## src/rtl/phase_loop_pkg.sv

```systemverilog
package phase_loop_pkg;

    // Direction of one count-clock cycle, indexed as {up, dn}
    typedef enum logic [1:0] {
        DIR_IDLE = 2'b00,
        DIR_DN   = 2'b01,
        DIR_UP   = 2'b10,
        DIR_BOTH = 2'b11
    } step_dir_e;

endpackage

```

## src/rtl/pfd_sync.sv

```systemverilog
module pfd_sync #(
    parameter int W      = 2,
    parameter int STAGES = 2
) (
    input  logic         clk,
    input  logic         rst_n,
    input  logic [W-1:0] din,
    output logic [W-1:0] dout
);

    logic [W-1:0] stg_d [STAGES];
    logic [W-1:0] stg_q [STAGES];

    for (genvar g = 0; g < STAGES; g++) begin : g_stage
        if (g == 0) begin : g_first
            assign stg_d[g] = din;
        end else begin : g_chain
            assign stg_d[g] = stg_q[g-1];
        end
    end

    always_ff @(posedge clk or negedge rst_n) begin
        if (!rst_n) begin
            for (int k = 0; k < STAGES; k++) stg_q[k] <= '0;
        end else begin
            for (int k = 0; k < STAGES; k++) stg_q[k] <= stg_d[k];
        end
    end

    assign dout = stg_q[STAGES-1];

endmodule

```

## src/rtl/phase_err_counter.sv

```systemverilog
module phase_err_counter
    import phase_loop_pkg::*;
#(
    parameter int ERR_W = 12
) (
    input  logic                    clk,
    input  logic                    rst_n,
    input  logic                    up_s,
    input  logic                    dn_s,
    output logic signed [ERR_W-1:0] cnt_o,
    output logic signed [ERR_W-1:0] err_o,
    output logic                    err_vld_o
);

    localparam logic signed [ERR_W-1:0] CMAX = {1'b0, {(ERR_W-1){1'b1}}};
    localparam logic signed [ERR_W-1:0] CMIN = {1'b1, {(ERR_W-1){1'b0}}};

    typedef struct packed {
        logic signed [ERR_W-1:0] cnt;
        logic                    any_prev;
        logic signed [ERR_W-1:0] err;
        logic                    vld;
    } cnt_st_t;

    cnt_st_t st_d, st_q;
    step_dir_e dir;
    logic any_now;

    always_comb begin
        dir     = step_dir_e'({up_s, dn_s});
        any_now = up_s | dn_s;
        st_d    = st_q;
        st_d.vld = 1'b0;
        case (dir)
            DIR_UP:  if (st_q.cnt != CMAX) st_d.cnt = st_q.cnt + ERR_W'(1);
            DIR_DN:  if (st_q.cnt != CMIN) st_d.cnt = st_q.cnt - ERR_W'(1);
            default: st_d.cnt = st_q.cnt;
        endcase
        // window closes when the combined pulse falls
        if (st_q.any_prev && !any_now) begin
            st_d.err = st_q.cnt;
            st_d.vld = 1'b1;
            st_d.cnt = '0;
        end
        st_d.any_prev = any_now;
    end

    always_ff @(posedge clk or negedge rst_n) begin
        if (!rst_n) st_q <= '0;
        else        st_q <= st_d;
    end

    assign cnt_o     = st_q.cnt;
    assign err_o     = st_q.err;
    assign err_vld_o = st_q.vld;

endmodule

```

## src/rtl/pi_integrator.sv

```systemverilog
module pi_integrator #(
    parameter int ERR_W = 12,
    parameter int INT_W = 14,
    parameter int SH_W  = 4
) (
    input  logic                    clk,
    input  logic                    rst_n,
    input  logic signed [ERR_W-1:0] err_i,
    input  logic                    err_vld_i,
    input  logic                    hold_i,
    input  logic [SH_W-1:0]         kp_sh_i,
    input  logic [SH_W-1:0]         ki_sh_i,
    output logic signed [ERR_W-1:0] prop_o,
    output logic signed [INT_W-1:0] integ_o,
    output logic                    upd_o
);

    localparam int AW = INT_W + 1;
    localparam logic signed [INT_W-1:0] IMAX = {1'b0, {(INT_W-1){1'b1}}};
    localparam logic signed [INT_W-1:0] IMIN = {1'b1, {(INT_W-1){1'b0}}};

    typedef struct packed {
        logic signed [ERR_W-1:0] prop;
        logic signed [INT_W-1:0] integ;
        logic                    upd;
    } pi_st_t;

    pi_st_t st_d, st_q;
    logic signed [ERR_W-1:0] i_step;
    logic signed [AW-1:0]    i_sum;

    always_comb begin
        st_d     = st_q;
        st_d.upd = 1'b0;
        i_step   = err_i >>> ki_sh_i;
        i_sum    = AW'(st_q.integ) + AW'(i_step);
        if (err_vld_i && !hold_i) begin
            st_d.prop = err_i >>> kp_sh_i;
            if (i_sum[AW-1] != i_sum[AW-2]) begin
                st_d.integ = i_sum[AW-1] ? IMIN : IMAX;
            end else begin
                st_d.integ = i_sum[INT_W-1:0];
            end
            st_d.upd = 1'b1;
        end
    end

    always_ff @(posedge clk or negedge rst_n) begin
        if (!rst_n) st_q <= '0;
        else        st_q <= st_d;
    end

    assign prop_o  = st_q.prop;
    assign integ_o = st_q.integ;
    assign upd_o   = st_q.upd;

endmodule

```

## src/rtl/dac_drive_stage.sv

```systemverilog
module dac_drive_stage #(
    parameter int ERR_W = 12,
    parameter int INT_W = 14,
    parameter int DAC_W = 12
) (
    input  logic                    clk,
    input  logic                    rst_n,
    input  logic signed [ERR_W-1:0] prop_i,
    input  logic signed [INT_W-1:0] integ_i,
    input  logic                    upd_i,
    output logic [DAC_W-1:0]        ctrl_o
);

    localparam int SW = ((INT_W > DAC_W) ? INT_W : DAC_W) + 3;
    localparam logic signed [SW-1:0] MID_S  = SW'(2 ** (DAC_W - 1));
    localparam logic signed [SW-1:0] FULL_S = SW'((2 ** DAC_W) - 1);
    localparam logic [DAC_W-1:0]     MID_U  = DAC_W'(2 ** (DAC_W - 1));

    typedef struct packed {
        logic [DAC_W-1:0] ctrl;
    } dac_st_t;

    dac_st_t st_d, st_q;
    logic signed [SW-1:0] sum;

    always_comb begin
        st_d = st_q;
        sum  = MID_S + SW'(prop_i) + SW'(integ_i);
        if (upd_i) begin
            if (sum < 0)           st_d.ctrl = '0;
            else if (sum > FULL_S) st_d.ctrl = '1;
            else                   st_d.ctrl = sum[DAC_W-1:0];
        end
    end

    always_ff @(posedge clk or negedge rst_n) begin
        if (!rst_n) st_q.ctrl <= MID_U;
        else        st_q      <= st_d;
    end

    assign ctrl_o = st_q.ctrl;

endmodule

```

## src/rtl/phase_loop_ctrl.sv

```systemverilog
module phase_loop_ctrl #(
    parameter int ERR_W       = 12,
    parameter int INT_W       = 14,
    parameter int DAC_W       = 12,
    parameter int SH_W        = 4,
    parameter int SYNC_STAGES = 2
) (
    input  logic             clk,
    input  logic             rst_n,
    input  logic             up_i,
    input  logic             dn_i,
    input  logic             hold_i,
    input  logic [SH_W-1:0]  kp_shift_i,
    input  logic [SH_W-1:0]  ki_shift_i,
    output logic [DAC_W-1:0] ctrl_o
);

    logic [1:0]              pfd_s;
    logic                    up_s;
    logic                    dn_s;
    logic signed [ERR_W-1:0] win_cnt;
    logic signed [ERR_W-1:0] err;
    logic                    err_vld;
    logic signed [ERR_W-1:0] prop;
    logic signed [INT_W-1:0] integ;
    logic                    upd;

    pfd_sync #(.W(2), .STAGES(SYNC_STAGES)) u_sync (
        .clk(clk), .rst_n(rst_n), .din({up_i, dn_i}), .dout(pfd_s)
    );
    assign up_s = pfd_s[1];
    assign dn_s = pfd_s[0];

    phase_err_counter #(.ERR_W(ERR_W)) u_cnt (
        .clk(clk), .rst_n(rst_n), .up_s(up_s), .dn_s(dn_s),
        .cnt_o(win_cnt), .err_o(err), .err_vld_o(err_vld)
    );

    pi_integrator #(.ERR_W(ERR_W), .INT_W(INT_W), .SH_W(SH_W)) u_pi (
        .clk(clk), .rst_n(rst_n), .err_i(err), .err_vld_i(err_vld),
        .hold_i(hold_i), .kp_sh_i(kp_shift_i), .ki_sh_i(ki_shift_i),
        .prop_o(prop), .integ_o(integ), .upd_o(upd)
    );

    dac_drive_stage #(.ERR_W(ERR_W), .INT_W(INT_W), .DAC_W(DAC_W)) u_dac (
        .clk(clk), .rst_n(rst_n), .prop_i(prop), .integ_i(integ),
        .upd_i(upd), .ctrl_o(ctrl_o)
    );

endmodule

```

## config.mk

```make
export PLATFORM = sky130hd
export DESIGN_NAME = phase_loop_ctrl
export DESIGN_NICKNAME = d
export VERILOG_FILES = /design/src/rtl/phase_loop_pkg.sv /design/src/rtl/pfd_sync.sv /design/src/rtl/phase_err_counter.sv /design/src/rtl/pi_integrator.sv /design/src/rtl/dac_drive_stage.sv /design/src/rtl/phase_loop_ctrl.sv
export SDC_FILE = /design/constraint.sdc
export NUM_CORES = 1
export LEC_CHECK = 0
export BUFFER_PORTS_ARGS = -buffer_cell sky130_fd_sc_hd__buf_4
export CORE_MARGIN = 2
export CORE_UTILIZATION = 57
export CTS_CLUSTER_SIZE = 20
export DETAILED_ROUTE_END_ITERATION = 8
export PLACE_DENSITY = 0.87
export SYNTH_ARGS = -nofsm -noshare
export SYNTH_HDL_FRONTEND = slang
export SYNTH_SLANG_ARGS = --single-unit
export TNS_END_PERCENT = 10
```

## constraint.sdc

```tcl
create_clock -name clk -period 3.7 [get_ports clk]
set_clock_uncertainty 0.1 [all_clocks]
set_input_delay 1.11 -clock clk [delete_from_list [all_inputs] [get_ports clk]]
set_output_delay 1.11 -clock clk [all_outputs]
set_load 0.05 [all_outputs]
```

**Word level (Yosys, flattened, before mapping)**

Index checks and enable logic that the tools add are counted.

- Input bits: 13
- Output and inout port bits: 12
- Register bits: 69
- Word-level logic and storage cells: 43

- Bitwise logic cells: 1
- Eq/ne operators: 7
- $add $sub $neg: 5
- $lt $le $gt $ge: 2
- Shift-type cells: 2
- Reduce and logical (&&, ||, !) cells: 6
- Multiplexer cells: 10

Operators with widths:

| operator | count |
|---|---|
| $mux 12 | 5 |
| $mux 14 | 2 |
| $ne 12x12->1 const B | 2 |
| $pmux 12 s2 | 1 |
| $sshr 12x4->12 | 2 |
| $gt 17x13->1 const B | 1 |
| $lt 17x1->1 const B | 1 |
| $add 14x12->15 | 1 |
| $add 14x14->15 | 1 |
| $add 13x12->14 const A | 1 |
| $add 12x2->12 const B | 1 |
| $sub 12x2->12 const B | 1 |
| $ne 3x1->1 const B | 2 |
| $reduce_and 3->1 | 1 |
| $reduce_bool 3->1 | 1 |
| $eq 2x1->1 const B | 1 |
| $eq 2x2->1 const B | 1 |
| $logic_and 1x1->1 | 2 |
| $logic_not 1->1 | 2 |
| $mux 1 | 2 |
| $ne 1x1->1 | 1 |
| $or 1x1->1 | 1 |

**Longest topological paths before layout**

Gate-level depths: netlist of the first run.

- Depth in word-level cells: 5
- Mapped depth: 17
- Mapped depth without buffers: 15

**Hierarchy**

Synthesis of the first run repeated with hierarchy kept, for this count alone.

- Cells, all modules: 657
- Area, all modules: 5766.8 um^2

Modules (own cells, without submodules):

| module | sequential area each (um^2) | cells an instance | times used | area an instance (um^2) |
|---|---|---|---|---|
| pi_integrator | 675.6 | 317 | 1 | 2618.8 |
| phase_err_counter | 650.6 | 194 | 1 | 1660.3 |
| dac_drive_stage | 301.5 | 142 | 1 | 1387.6 |
| pfd_sync | 100.1 | 4 | 1 | 100.1 |

**Worst setup path after synthesis of the first run**

No wires, ideal clock.

- Path type: input to register
- Start point: input port ki_shift_i[1]
- End point: register u_pi.st_q, in the netlist u_pi.integ_o[10]
- Data required time: 3.477 ns
- Slack: -0.829 ns
- Arrival: 4.306 ns
- Stages on the path: 15
- Buffers on the path: 2
- Library setup time: 0.123 ns
- Cells stage by stage: buf_1 > mux2i_1 > a21oi_1 > mux4_2 > ha_1 > inv_1 > fa_1 > nor2b_1 > o31a_1 > o31a_1 > a211oi_2 > o311ai_2 > buf_2 > o21ai_0 > o21ai_1

- Longest elaborated chain between the ends: 4
- Elaborated cells between the ends (all ways): 5
- Classes of those cells: add/sub (1); eq/ne (1); shift (1); mux (2)

RTL lines:

| element | RTL line | text |
|---|---|---|
| start: declaration | phase_loop_ctrl.sv:14 | `input logic [SH_W-1:0] ki_shift_i,` |
| $sshr 12x4->12 (*) | pi_integrator.sv:35 | `i_step = err_i >>> ki_sh_i;` |
| $add 14x12->15 (*) | pi_integrator.sv:36 | `i_sum = AW'(st_q.integ) + AW'(i_step);` |
| $mux 14 or $ne 1x1->1 (tied branches) | pi_integrator.sv:40, pi_integrator.sv:39 |  |
| $mux 14 (*) | pi_integrator.sv:39 | `if (i_sum[AW-1] != i_sum[AW-2]) begin` |
| end signal: assignment | pi_integrator.sv:50 | `else st_q <= st_d;` |
| end: declaration | pi_integrator.sv:28 | `pi_st_t st_d, st_q;` |

Every way passes the cells marked *; elsewhere a longest branch is shown, timed or not.
A chain may end at the register's enable or synchronous reset.

**Worst setup path in the final report of the first run**

- Start point: input port ki_shift_i[0]
- End point: register u_pi.st_q, in the netlist u_pi.integ_o[10]

The elaborated chain is that of the path after synthesis.

==> key figures, run 1 <==
Status
  – Outcome: complete, but fails checks
  – Failing checks: negative setup slack

Power
  – Comb power frac: 0.718
  – Cell area power density: 1030 nW/um2
  – Flop pwr share: 0.194
  – Sw frac: 0.472
  – Clock Power Share: 0.088
  – Psw: 3.39 mW
  – Max VDD drop: 0.000641 V
  – Leak Pwr: 3.19 nW
  – P_int: 3.79 mW

Setup path
  – Critical Path Fanout Max: 10
  – Startpoint Class: input pin
  – Worst-path cell chain: buf_4 -> buf_6 -> mux2_2 -> mux2i_1 -> buf_4 -> buf_4 -> a21oi_1 -> nor2_1 -> nor2_1 -> ha_1 -> or2_2 -> o31a_1 -> a211oi_4 -> o311ai_4 -> buf_6 -> a21oi_1 -> o21ai_1
  – Worst path arrival time: 4.31 ns
  – Crit-path max cell delay: 0.37 ns
  – Setup crit end kind: flip-flop
  – CP required: 3.83 ns
  – Critical path class: in -> reg
  – Reg2Reg Depth: 13
  – Slowest CP cell: a211oi_4
  – Crit path top cell by count: buf_4

Floorplanning
  – Die Area: 11000 um2
  – Core area: 9820 um2
  – # rows: 36
  – Die width: 105 um
  – Die H: 105 um
  – I/O pin cnt: 25
  – Starting density of the core: 0.588

Synth
  – Mapped Nets: 694
  – Async set-reset flop share out of synthesis: 1.00
  – Post-synth EDFFs: 0
  – Yosys cell types: 77
  – Seq/Total Area, Yosys: 0.299
  – FF+latch count, synth: 69
  – Top_reg_cell synth: dfrtp_1
  – Synth Cell Area: 5770 um2
  – Syn Inst Count: 627
  – Yosys warnings: 0
  – Post-Syn Area per Cell: 9.21 um2

STA
  – Final worst-path cycle share: 1.13
  – Final setup TNS: -5.62 ns
  – Worst Tran Pin Value: 0.900 ns
  – Fin. max-slew vios: 0
  – Final hold vios: 0
  – Final Critical Period: 4.18 ns
  – RSZ-0062 raised after global routing: true
  – Relative slew slack: 0.400
  – Number of endpoints failing setup at the final stage: 14
  – Fmax: 0.239 GHz
  – Post-route worst setup slack: -0.481 ns

Routing
  – Post-route ant nets: 0
  – Wirelength per Cell: 17.9 um
  – DR pass1 iterations: 7
  – Drt initial violations: 351
  – WL final: 15100 um
  – Via count: 5238
  – Residual DRC: 0
  – Avg Vias per Cell: 6.23

Finish
  – Final-stage net count: 771
  – ANT cells: 0
  – Share of cells above drive strength 1: 0.282
  – Final non-filler cell total: 841
  – Synth-to-layout area growth: 20.3%
  – Final Core Density: 0.708

Global route
  – Initial antenna violation count: 0
  – Global-route wire length before repair: 24800 um
  – Largest net degree at the start of global routing: 70
  – Gr usage total: 0.275
  – Number of global-route vias before repair: 5484
  – Gr ovfl total: 0

Clock network
  – Worst-skew pair later-pin latency: 0.35 ns
  – # hold bufs at CTS: 0
  – CTS tree: yes
  – H-tree depth: 3
  – Num CTS Buffers: 9
  – Clock sinks: 69
  – Root buffer cell: clkbuf_8
  – Clock buffer depth: 2
  – Clock slew at reported path FFs: 0.08 ns

Worst hold path
  – Hold depth: 0
  – Hold WC Path Type: reg -> reg

Place
  – HPWL after DPL: 10800 um
  – Port buffer count: 24
  – Placed Cells: 814
  – Gp weighted congestion: 0.935

Job
  – Max-Cap Viols: 0
## synthesized netlist by cell type, types with 4 or more instances
master,instances,area [um2]
xor2_1,5,43.8
or2_2,4,25.0
o21a_1,7,52.6
xnor2_1,17,149
a21oi_1,51,255
mux4_2,6,135
nor2b_1,9,56.3
dfrtp_1,68,1700
nand2_1,52,195
a22o_1,9,78.8
inv_1,23,86.3
nor2_1,57,214
mux2i_1,13,130
o21ai_0,40,200
o31ai_1,9,67.6
o21bai_1,4,30.0
and3_1,6,37.5
mux2_2,24,270
a22oi_2,11,138
nor4_1,5,31.3
ha_1,51,638
clkbuf_1,23,86.3
a211o_1,4,35.0
nor3_1,10,50.1
a21o_1,11,82.6
a31oi_1,5,31.3
nand3_1,5,25.0
a211oi_1,16,120
nand2b_1,9,56.3
## repair_timing
item                                    CTS  global route
buffers inserted                          4             8
pin swaps                                 8            19
endpoints found under the setup margin   14            14
resized for setup                        17            22
## final timing paths
check                                     start  slack [ns]          endpoint
worst max-delay path              ki_shift_i[0]       -0.48  u_pi.integ_o[10]
worst min register to register  u_sync.stg_d[1]        0.25    u_sync.dout[1]
worst max register to register   u_cnt.err_o[4]       -0.03  u_pi.integ_o[10]
max in group asynchronous                 rst_n        2.12    u_cnt.cnt_o[2]
min in group asynchronous                 rst_n        0.76  u_pi.integ_o[12]
worst min-delay path            u_sync.stg_d[1]        0.25    u_sync.dout[1]
## kinds of logic after synthesis
kind of cell / synth area share
AO/OA/AOI/OAI: 0.253
buffers and inverters: 0.0366
AND/OR/NAND/NOR: 0.162
XOR/XNOR: 0.0334
flip-flops: 0.299
adder cells (fa/ha/maj): 0.121
multiplexers: 0.0953
## per-layer routing
layer / global-route usage / share of wire / wire length [um]
met5: 0 / 0 / 0
met3: 0.0586 / 0.055 / 835
met1: 0.304 / 0.38 / 5680
met2: 0.501 / 0.52 / 7860
met4: 0.128 / 0.047 / 711
## layout by cell type (no fill, tap or decap), types with 5 or more instances in the layout
| master | n |
|---|---|
| a211oi_1 | 10 |
| a211oi_2 | 6 |
| a21o_1 | 11 |
| a21oi_1 | 50 |
| a22o_1 | 9 |
| a22oi_2 | 11 |
| a31oi_1 | 5 |
| and3_1 | 6 |
| buf_4 | 85 |
| buf_6 | 7 |
| clkbuf_8 | 11 |
| dfrtp_1 | 68 |
| ha_1 | 49 |
| inv_1 | 22 |
| mux2_2 | 24 |
| mux2i_1 | 11 |
| mux4_2 | 6 |
| nand2_1 | 51 |
| nand2b_1 | 9 |
| nand3_1 | 5 |
| nor2_1 | 56 |
| nor2b_1 | 9 |
| nor3_1 | 8 |
| o21a_1 | 7 |
| o21ai_0 | 34 |
| o21ai_1 | 8 |
| o31ai_2 | 5 |
| xnor2_1 | 17 |
| xor2_1 | 5 |
## cell type report
class,instances,area [um2]
fillers,711,2870
well taps,133,166
clock buffers,11,151
clock inverters,4,47.5
repair buffers,95,772
flip-flops and latches,69,1730
inverters,23,86.3
multi-input cells,506,4000
## registers in the layout, indices dropped and copies added (netlist names)
signal           flops
u_sync.stg_d         2
u_cnt.cnt_o         12
u_sync.dout          2
u_pi.upd_o           1
u_dac.ctrl_o        12
u_cnt.err_o         12
u_cnt.err_vld_o      1
u_pi.prop_o         12
u_pi.integ_o        14
u_cnt.st_q           1
## power by group through the flow
stage	Combinational (mW)	Clock (mW)	Sequential (mW)
floorplan	3.21	0	1.42
finish	5.16	0.629	1.39
detailed placement	4.61	0	1.38
global placement	4.38	0	1.36
global route	5.59	0.664	1.42
CTS	4.84	0.636	1.38
## critical path, delay by kind of cell
kind / cells / cell delay (ns)
AOI/OAI and AO/OA: 6 / 1.25
muxes: 2 / 0.53
buffers and inverters: 5 / 0.67
and+or+nand+nor: 3 / 0.52
adders and majority gates: 1 / 0.22
## through the flow
| step | setup slack, ns | instance area [um2] | total power, mW | hold slack, ns |
|---|---|---|---|---|
| 6_report | -0.481 | 6950 | 7.18 | 0.246 |
| 5_1_grt | -0.591 | 6950 | 7.67 | 0.248 |
| 4_1_cts | -0.381 | 6800 | 6.85 | 0.247 |
| 3_5_place_dp | -0.834 | 6480 | 5.99 | 0.241 |
| 3_3_place_gp | -0.679 | 6480 | 5.74 | 0.241 |
| 2_1_floorplan | -0.553 | 5820 | 4.63 | 0.231 |
Power figures use the tool's default switching activity.
==> run 2: changes to the inputs <==
Settings changed: ABC_AREA set to 1.
==> key figures, run 2 <==
Synth
  – Mapped Nets: 887
  – Largest area contributor in the netlist: dfrtp_1
  – Async set-reset flop share out of synthesis: 1.00
  – Seq/Total Area, Yosys: 0.305
  – Synth Area in Adders: 0.123
  – Post-synthesis compound-gate area fraction: 0.169
  – Yosys cell types: 37
  – Mux cell area share after synthesis: 0
  – Area fraction of the dominant cell type after synthesis: 0.300
  – Largest family of logic cells by synthesized area: simple AND/OR/NAND/NOR gates
  – Post-synth EDFFs: 0
  – Top_reg_cell synth: dfrtp_1
  – Synth Cell Area: 5670 um2
  – Synth top cells by count: nand2_1 (236), inv_1 (100), o21ai_0 (87)
  – FF+latch count, synth: 69
  – Most common cell in the netlist: nand2_1
  – Simple-gate share of the synthesized area: 0.290
  – Area contributors post-synth: dfrtp_1 (30%), nand2_1 (16%), ha_1 (11%)
  – Yosys warnings: 0
  – Syn Inst Count: 820
  – Post-Synth XOR/XNOR Area: 0.0278
  – Post-Syn Area per Cell: 6.91 um2

Global route
  – Gr ovfl total: 0
  – Largest net degree at the start of global routing: 70
  – Gr usage total: 0.255
  – Global-route wire length before repair: 22900 um
  – Most used routing layer: met2
  – Global Route met3 Usage: 0.0434
  – Grt met1 use: 0.311
  – Number of global-route vias before repair: 5153
  – Met2 usage: 0.452
  – Initial antenna violation count: 0

Power
  – Max VDD drop: 0.000461 V
  – Leak Pwr: 3.21 nW
  – Comb power frac: 0.669
  – Flop pwr share: 0.219
  – Clock Power Share: 0.113
  – P_int: 2.82 mW
  – Psw: 3.11 mW
  – Cell area power density: 959 nW/um2
  – Sw frac: 0.525

Clock network
  – PostCTS Resize Cnt: 0
  – Worst-skew pair later-pin latency: 0.35 ns
  – H-tree depth: 3
  – CTS tree: yes
  – Clock slew at reported path FFs: 0.08 ns
  – Num CTS Buffers: 9
  – Clock buffer depth: 2
  – Clock sinks: 69
  – Root buffer cell: clkbuf_8

Setup path
  – Setup crit end kind: flip-flop
  – CP required: 3.89 ns
  – CP top delay family: compound AO/OA/AOI/OAI gates
  – Worst path arrival time: 3.55 ns
  – Startpoint Class: input pin
  – Slowest CP cell: ha_1
  – Crit path top cell by count: nand2_1
  – Critical path class: in -> reg
  – Critical Path Fanout Max: 22
  – Crit-path max cell delay: 0.33 ns
  – Worst-path cell chain: buf_4 -> o21ai_0 -> nand2_1 -> o21ai_0 -> nand2_1 -> o211ai_1 -> ha_1 -> a21oi_1 -> nand3_2 -> nand2_2 -> nand2_1 -> nand2_1 -> nand2_2 -> nor2_4 -> nor2_4 -> buf_4 -> a21oi_2
  – Buf/Inv on CP: 2

Floorplanning
  – Starting density of the core: 0.582
  – Die H: 104 um
  – I/O pin cnt: 25
  – # rows: 36
  – Die width: 104 um
  – Core area: 9730 um2
  – Die Area: 10800 um2

STA
  – Fmax: 0.297 GHz
  – Final worst-path cycle share: 0.908
  – Final setup TNS: 0 ns
  – Relative slew slack: 0.430
  – Number of endpoints failing setup at the final stage: 0
  – Worst Tran Pin Value: 0.856 ns
  – Final Critical Period: 3.36 ns
  – Fin. max-slew vios: 0
  – Final hold vios: 0
  – RSZ-0062 raised after global routing: false

Status
  – Outcome: finished clean

Routing
  – WL final: 12900 um
  – DR pass1 iterations: 5
  – Post-route ant nets: 0
  – Via count: 5360
  – Wirelength per Cell: 13.1 um
  – Residual DRC: 0
  – Drt initial violations: 297
  – Avg Vias per Cell: 5.46

Finish
  – Reg area: 1730 um2
  – Largest register FFs: 14
  – Final non-filler cell total: 982
  – Share of cells above drive strength 1: 0.100
  – Multi-input logic area: 3460 um2
  – Most frequent cells in the layout: nand2_1 (236), inv_1 (100), o21ai_0 (87)
  – Leading cell type in the layout, fill and taps excluded: nand2_1
  – ANT cells: 0
  – Final-stage net count: 911
  – Fillers: 880
  – Synth-to-layout area growth: 9.23%

Place
  – HPWL after DPL: 10000 um
  – Port buffer count: 24
  – Placed Cells: 963
  – Gp weighted congestion: 0.938

Worst hold path
  – Hold WC Path Type: reg -> reg

Job
  – Max-Cap Viols: 0
-- run 2: power by group through the flow --
stage               combinational [mW]  clock, mW  sequential (mW)
global placement                  3.83          0             1.30
global route                      4.54      0.711             1.33
CTS                               3.94      0.676             1.29
detailed placement                3.91          0             1.30
floorplan                         2.99          0             1.41
finish                            3.97      0.668             1.30
-- run 2: final timing paths --
kind | depth (start not counted) | startpoint | slack, ns | endpoint
worst max-delay path | 17 | ki_shift_i[0] | 0.34 | u_pi.integ_o[9]
max in group asynchronous | 1 | rst_n | 2.17 | u_cnt.cnt_o[11]
min in group asynchronous | 1 | rst_n | 0.75 | u_pi.integ_o[9]
worst min register to register | 0 | u_sync.stg_d[0] | 0.25 | u_sync.dout[0]
worst max register to register | 19 | u_cnt.err_o[8] | 0.81 | u_pi.integ_o[9]
worst min-delay path | 0 | u_sync.stg_d[0] | 0.25 | u_sync.dout[0]
-- run 2: what timing repair did --
action / CTS / global route
setup endpoints to repair: 0 / 2
setup buffers: 0 / 3
hold buffers: 0 / 0
-- run 2: cells by family (layout without fill, tap and decap cells) --
group	after synthesis	in the layout
fa+ha+maj	54	54
compound gates	171	171
flops	69	69
simple gates	388	388
buf+inv	120	149
xor+xnor	18	18
-- run 2: area by class of cell --
cell class / count / area share
timing repair buffer: 32 / 0.0388
inverter: 101 / 0.0613
sequential: 69 / 0.279
clock inverter: 7 / 0.0146
clock buffer: 9 / 0.0200
tap: 133 / 0.0269
multi-input combinational: 631 / 0.559
-- run 2: worst register-to-register path, stage by stage (launching register included) --
cell	delay [ns]
dfrtp_1	0.43
inv_1	0.09
o21ai_0	0.19
o21ai_0	0.14
o21ai_0	0.17
nand2_1	0.07
nand3_1	0.07
ha_1	0.16
inv_1	0.07
fa_1	0.39
inv_1	0.09
nand2_1	0.06
nand3_2	0.09
nand2_1	0.06
nand3_1	0.09
nand2_2	0.09
nor2_4	0.15
nor2_4	0.06
buf_4	0.17
a21oi_2	0.12
-- run 2: metrics by stage --
stage	hold WS, ns	total power, mW	util	instance area (um2)	worst slack [ns]
after floorplan	0.231	4.40	-	5670	0.188
after global placement	0.233	5.12	0.612	5950	-0.0227
after detailed placement	0.240	5.21	0.612	5950	-0.0522
after CTS	0.256	5.91	0.634	6170	0.318
after global routing	0.256	6.58	0.636	6190	0.0604
final	0.254	5.93	0.636	6190	0.339
-- run 2: layer usage --
metal / vias to the layer above / part of all wire
met2: 160 / 0.49
met4: 0 / 0.032
li1: 2747 / -
met5: - / 0
met1: 2407 / 0.43
met3: 46 / 0.044
==> run 3: changes to the inputs <==
Settings changed: CELL_PAD_IN_SITES_DETAIL_PLACEMENT set to 1, CELL_PAD_IN_SITES_GLOBAL_PLACEMENT set to 2, CORE_UTILIZATION 57 to 32, PLACE_DENSITY 0.87 to 0.85.
==> key figures, run 3 (synthesis results as in run 2) <==
STA
  – Final worst-path cycle share: 0.938
  – Relative slew slack: 0.401
  – Final Critical Period: 3.47 ns
  – Fmax: 0.288 GHz
  – Number of endpoints failing setup at the final stage: 0
  – Final hold vios: 0
  – Post-route worst setup slack: 0.230 ns
  – Fin. max-slew vios: 0
  – Worst Tran Pin Value: 0.898 ns

Setup path
  – Worst path arrival time: 3.63 ns
  – Reg2Reg Depth: 21
  – CP top delay family: simple AND/OR/NAND/NOR gates
  – Crit-path max cell delay: 0.40 ns
  – Buf/Inv on CP: 5
  – Slowest CP cell: fa_1
  – Critical path class: in -> reg
  – FF-to-FF Start: u_cnt.err_o[11]
  – Critical Path Fanout Max: 13
  – Setup crit end kind: flip-flop
  – CP Depth: 20
  – CP required: 3.86 ns
  – Crit path top cell by count: nand2_1
  – Startpoint Class: input pin
  – Critical Path Start: ki_shift_i[0]
  – Worst-path cell chain: buf_4 -> buf_4 -> nor2_1 -> a21oi_1 -> o21ai_1 -> nand2_1 -> nand3_1 -> ha_2 -> inv_1 -> fa_1 -> inv_1 -> nand2_1 -> nand3_2 -> nand2_1 -> nand3_1 -> nand2_2 -> nor2_4 -> nor2_4 -> buf_12 -> o21ai_0

Floorplanning
  – Die width: 137 um
  – # rows: 48
  – Starting density of the core: 0.328
  – Die H: 137 um
  – I/O pin cnt: 25
  – Die Area: 18800 um2
  – Core area: 17300 um2

Finish
  – Final-stage net count: 938
  – Most frequent cells in the layout: nand2_1 (236), inv_1 (100), o21ai_0 (82)
  – Largest register FFs: 14
  – Share of cells above drive strength 1: 0.129
  – Leading cell type in the layout, fill and taps excluded: nand2_1
  – Final Core Density: 0.384
  – Synth-to-layout area growth: 17.3%
  – ANT cells: 0

Power
  – Psw: 3.34 mW
  – Cell area power density: 1000 nW/um2
  – Flop pwr share: 0.198
  – Comb power frac: 0.656
  – Sw frac: 0.502
  – Clock Power Share: 0.145
  – Leak Pwr: 3.40 nW
  – P_int: 3.31 mW
  – Max VDD drop: 0.000381 V

Clock network
  – H-tree depth: 3
  – Num CTS Buffers: 9
  – Clock buffer depth: 2
  – Worst-skew pair later-pin latency: 0.34 ns
  – # hold bufs at CTS: 0
  – Root buffer cell: clkbuf_16
  – Clock sinks: 69
  – CTS tree: yes
  – Clock slew at reported path FFs: 0.06 ns

Routing
  – Wirelength per Cell: 14.8 um
  – WL final: 16200 um
  – Avg Vias per Cell: 4.93
  – Post-route ant nets: 0
  – Via count: 5433
  – DR pass1 iterations: 4
  – Residual DRC: 0
  – Drt initial violations: 187

Status
  – Outcome: finished clean

Global route
  – Gr ovfl total: 0
  – Number of global-route vias before repair: 5693
  – Largest net degree at the start of global routing: 70
  – Global-route wire length before repair: 27300 um
  – Gr usage total: 0.184
  – Initial antenna violation count: 0

Place
  – HPWL after DPL: 12900 um
  – Gp weighted congestion: 0.888
  – Post-place setup slack: -0.235 ns
  – Port buffer count: 24

Worst hold path
  – Hold WC Path Type: reg -> reg
  – Hold Startpoint: u_sync.stg_d[0]
  – Hold depth: 0

Job
  – Max-Cap Viols: 0
run 3: power by group through the flow:
stage / sequential, mW / combinational [mW] / clock (mW)
after floorplan: 1.41 / 2.99 / 0
after detailed placement: 1.34 / 4.35 / 0
final: 1.32 / 4.36 / 0.967
after global routing: 1.36 / 4.99 / 1.02
after CTS: 1.33 / 4.40 / 0.989
after global placement: 1.33 / 4.29 / 0
run 3: area by class of cell:
class	count	area [um2]
clock buffer	11	253
clock inverter	5	82.6
fill	2197	10600
inverter	101	379
multi-input combinational	631	3470
sequential	69	1730
tap	225	282
timing repair buffer	59	455
run 3: final timing paths:
path / end / slack [ns]
max: u_pi.integ_o[0] / 0.23
min: u_sync.dout[0] / 0.25
max reg2reg: u_pi.integ_o[0] / 0.61
min reg2reg: u_sync.dout[0] / 0.25
max in group asynchronous: u_cnt.err_o[3] / 2.12
min in group asynchronous: u_dac.ctrl_o[9] / 0.80
run 3: per-layer routing:
layer | vias up | global-route usage | part of all wire
li1 | 2802 | - | -
met1 | 2582 | 0.225 | 0.46
met2 | 32 | 0.333 | 0.51
met3 | 17 | 0.0307 | 0.016
met4 | 0 | 0.0458 | 0.012
met5 | - | 0 | 0
run 3: worst register-to-register path, cell delays in order (launching register included):
cell,delay (ns)
dfrtp_1,0.50
inv_1,0.15
nand2_1,0.08
o21ai_1,0.07
nand2_1,0.06
o21ai_1,0.10
o21ai_1,0.13
nand2_1,0.07
nand3_1,0.08
ha_2,0.20
inv_1,0.08
fa_1,0.40
inv_1,0.09
nand2_1,0.07
nand3_2,0.08
nand2_1,0.05
nand3_1,0.09
nand2_2,0.11
nor2_4,0.15
nor2_4,0.06
buf_12,0.16
o21ai_0,0.14
run 3: repair_timing:
action                     4_1_cts  5_1_grt
gates resized for setup          0        7
buffers inserted                 0        2
setup endpoints to repair        0       13
run 3: through the flow:
| stage | power (mW) | instance area, um2 | TNS [ns] | hold slack, ns | std cells |
|---|---|---|---|---|---|
| after global routing | 7.38 | 6650 | -0.00184 | 0.262 | 1101 |
| after detailed placement | 5.69 | 6280 | -2.46 | 0.246 | 1083 |
| after global placement | 5.62 | 6280 | -1.53 | 0.235 | 1083 |
| after floorplan | 4.40 | 5670 | 0 | 0.231 | 820 |
| after CTS | 6.72 | 6610 | 0 | 0.260 | 1099 |
| final | 6.65 | 6650 | 0 | 0.254 | 1101 |
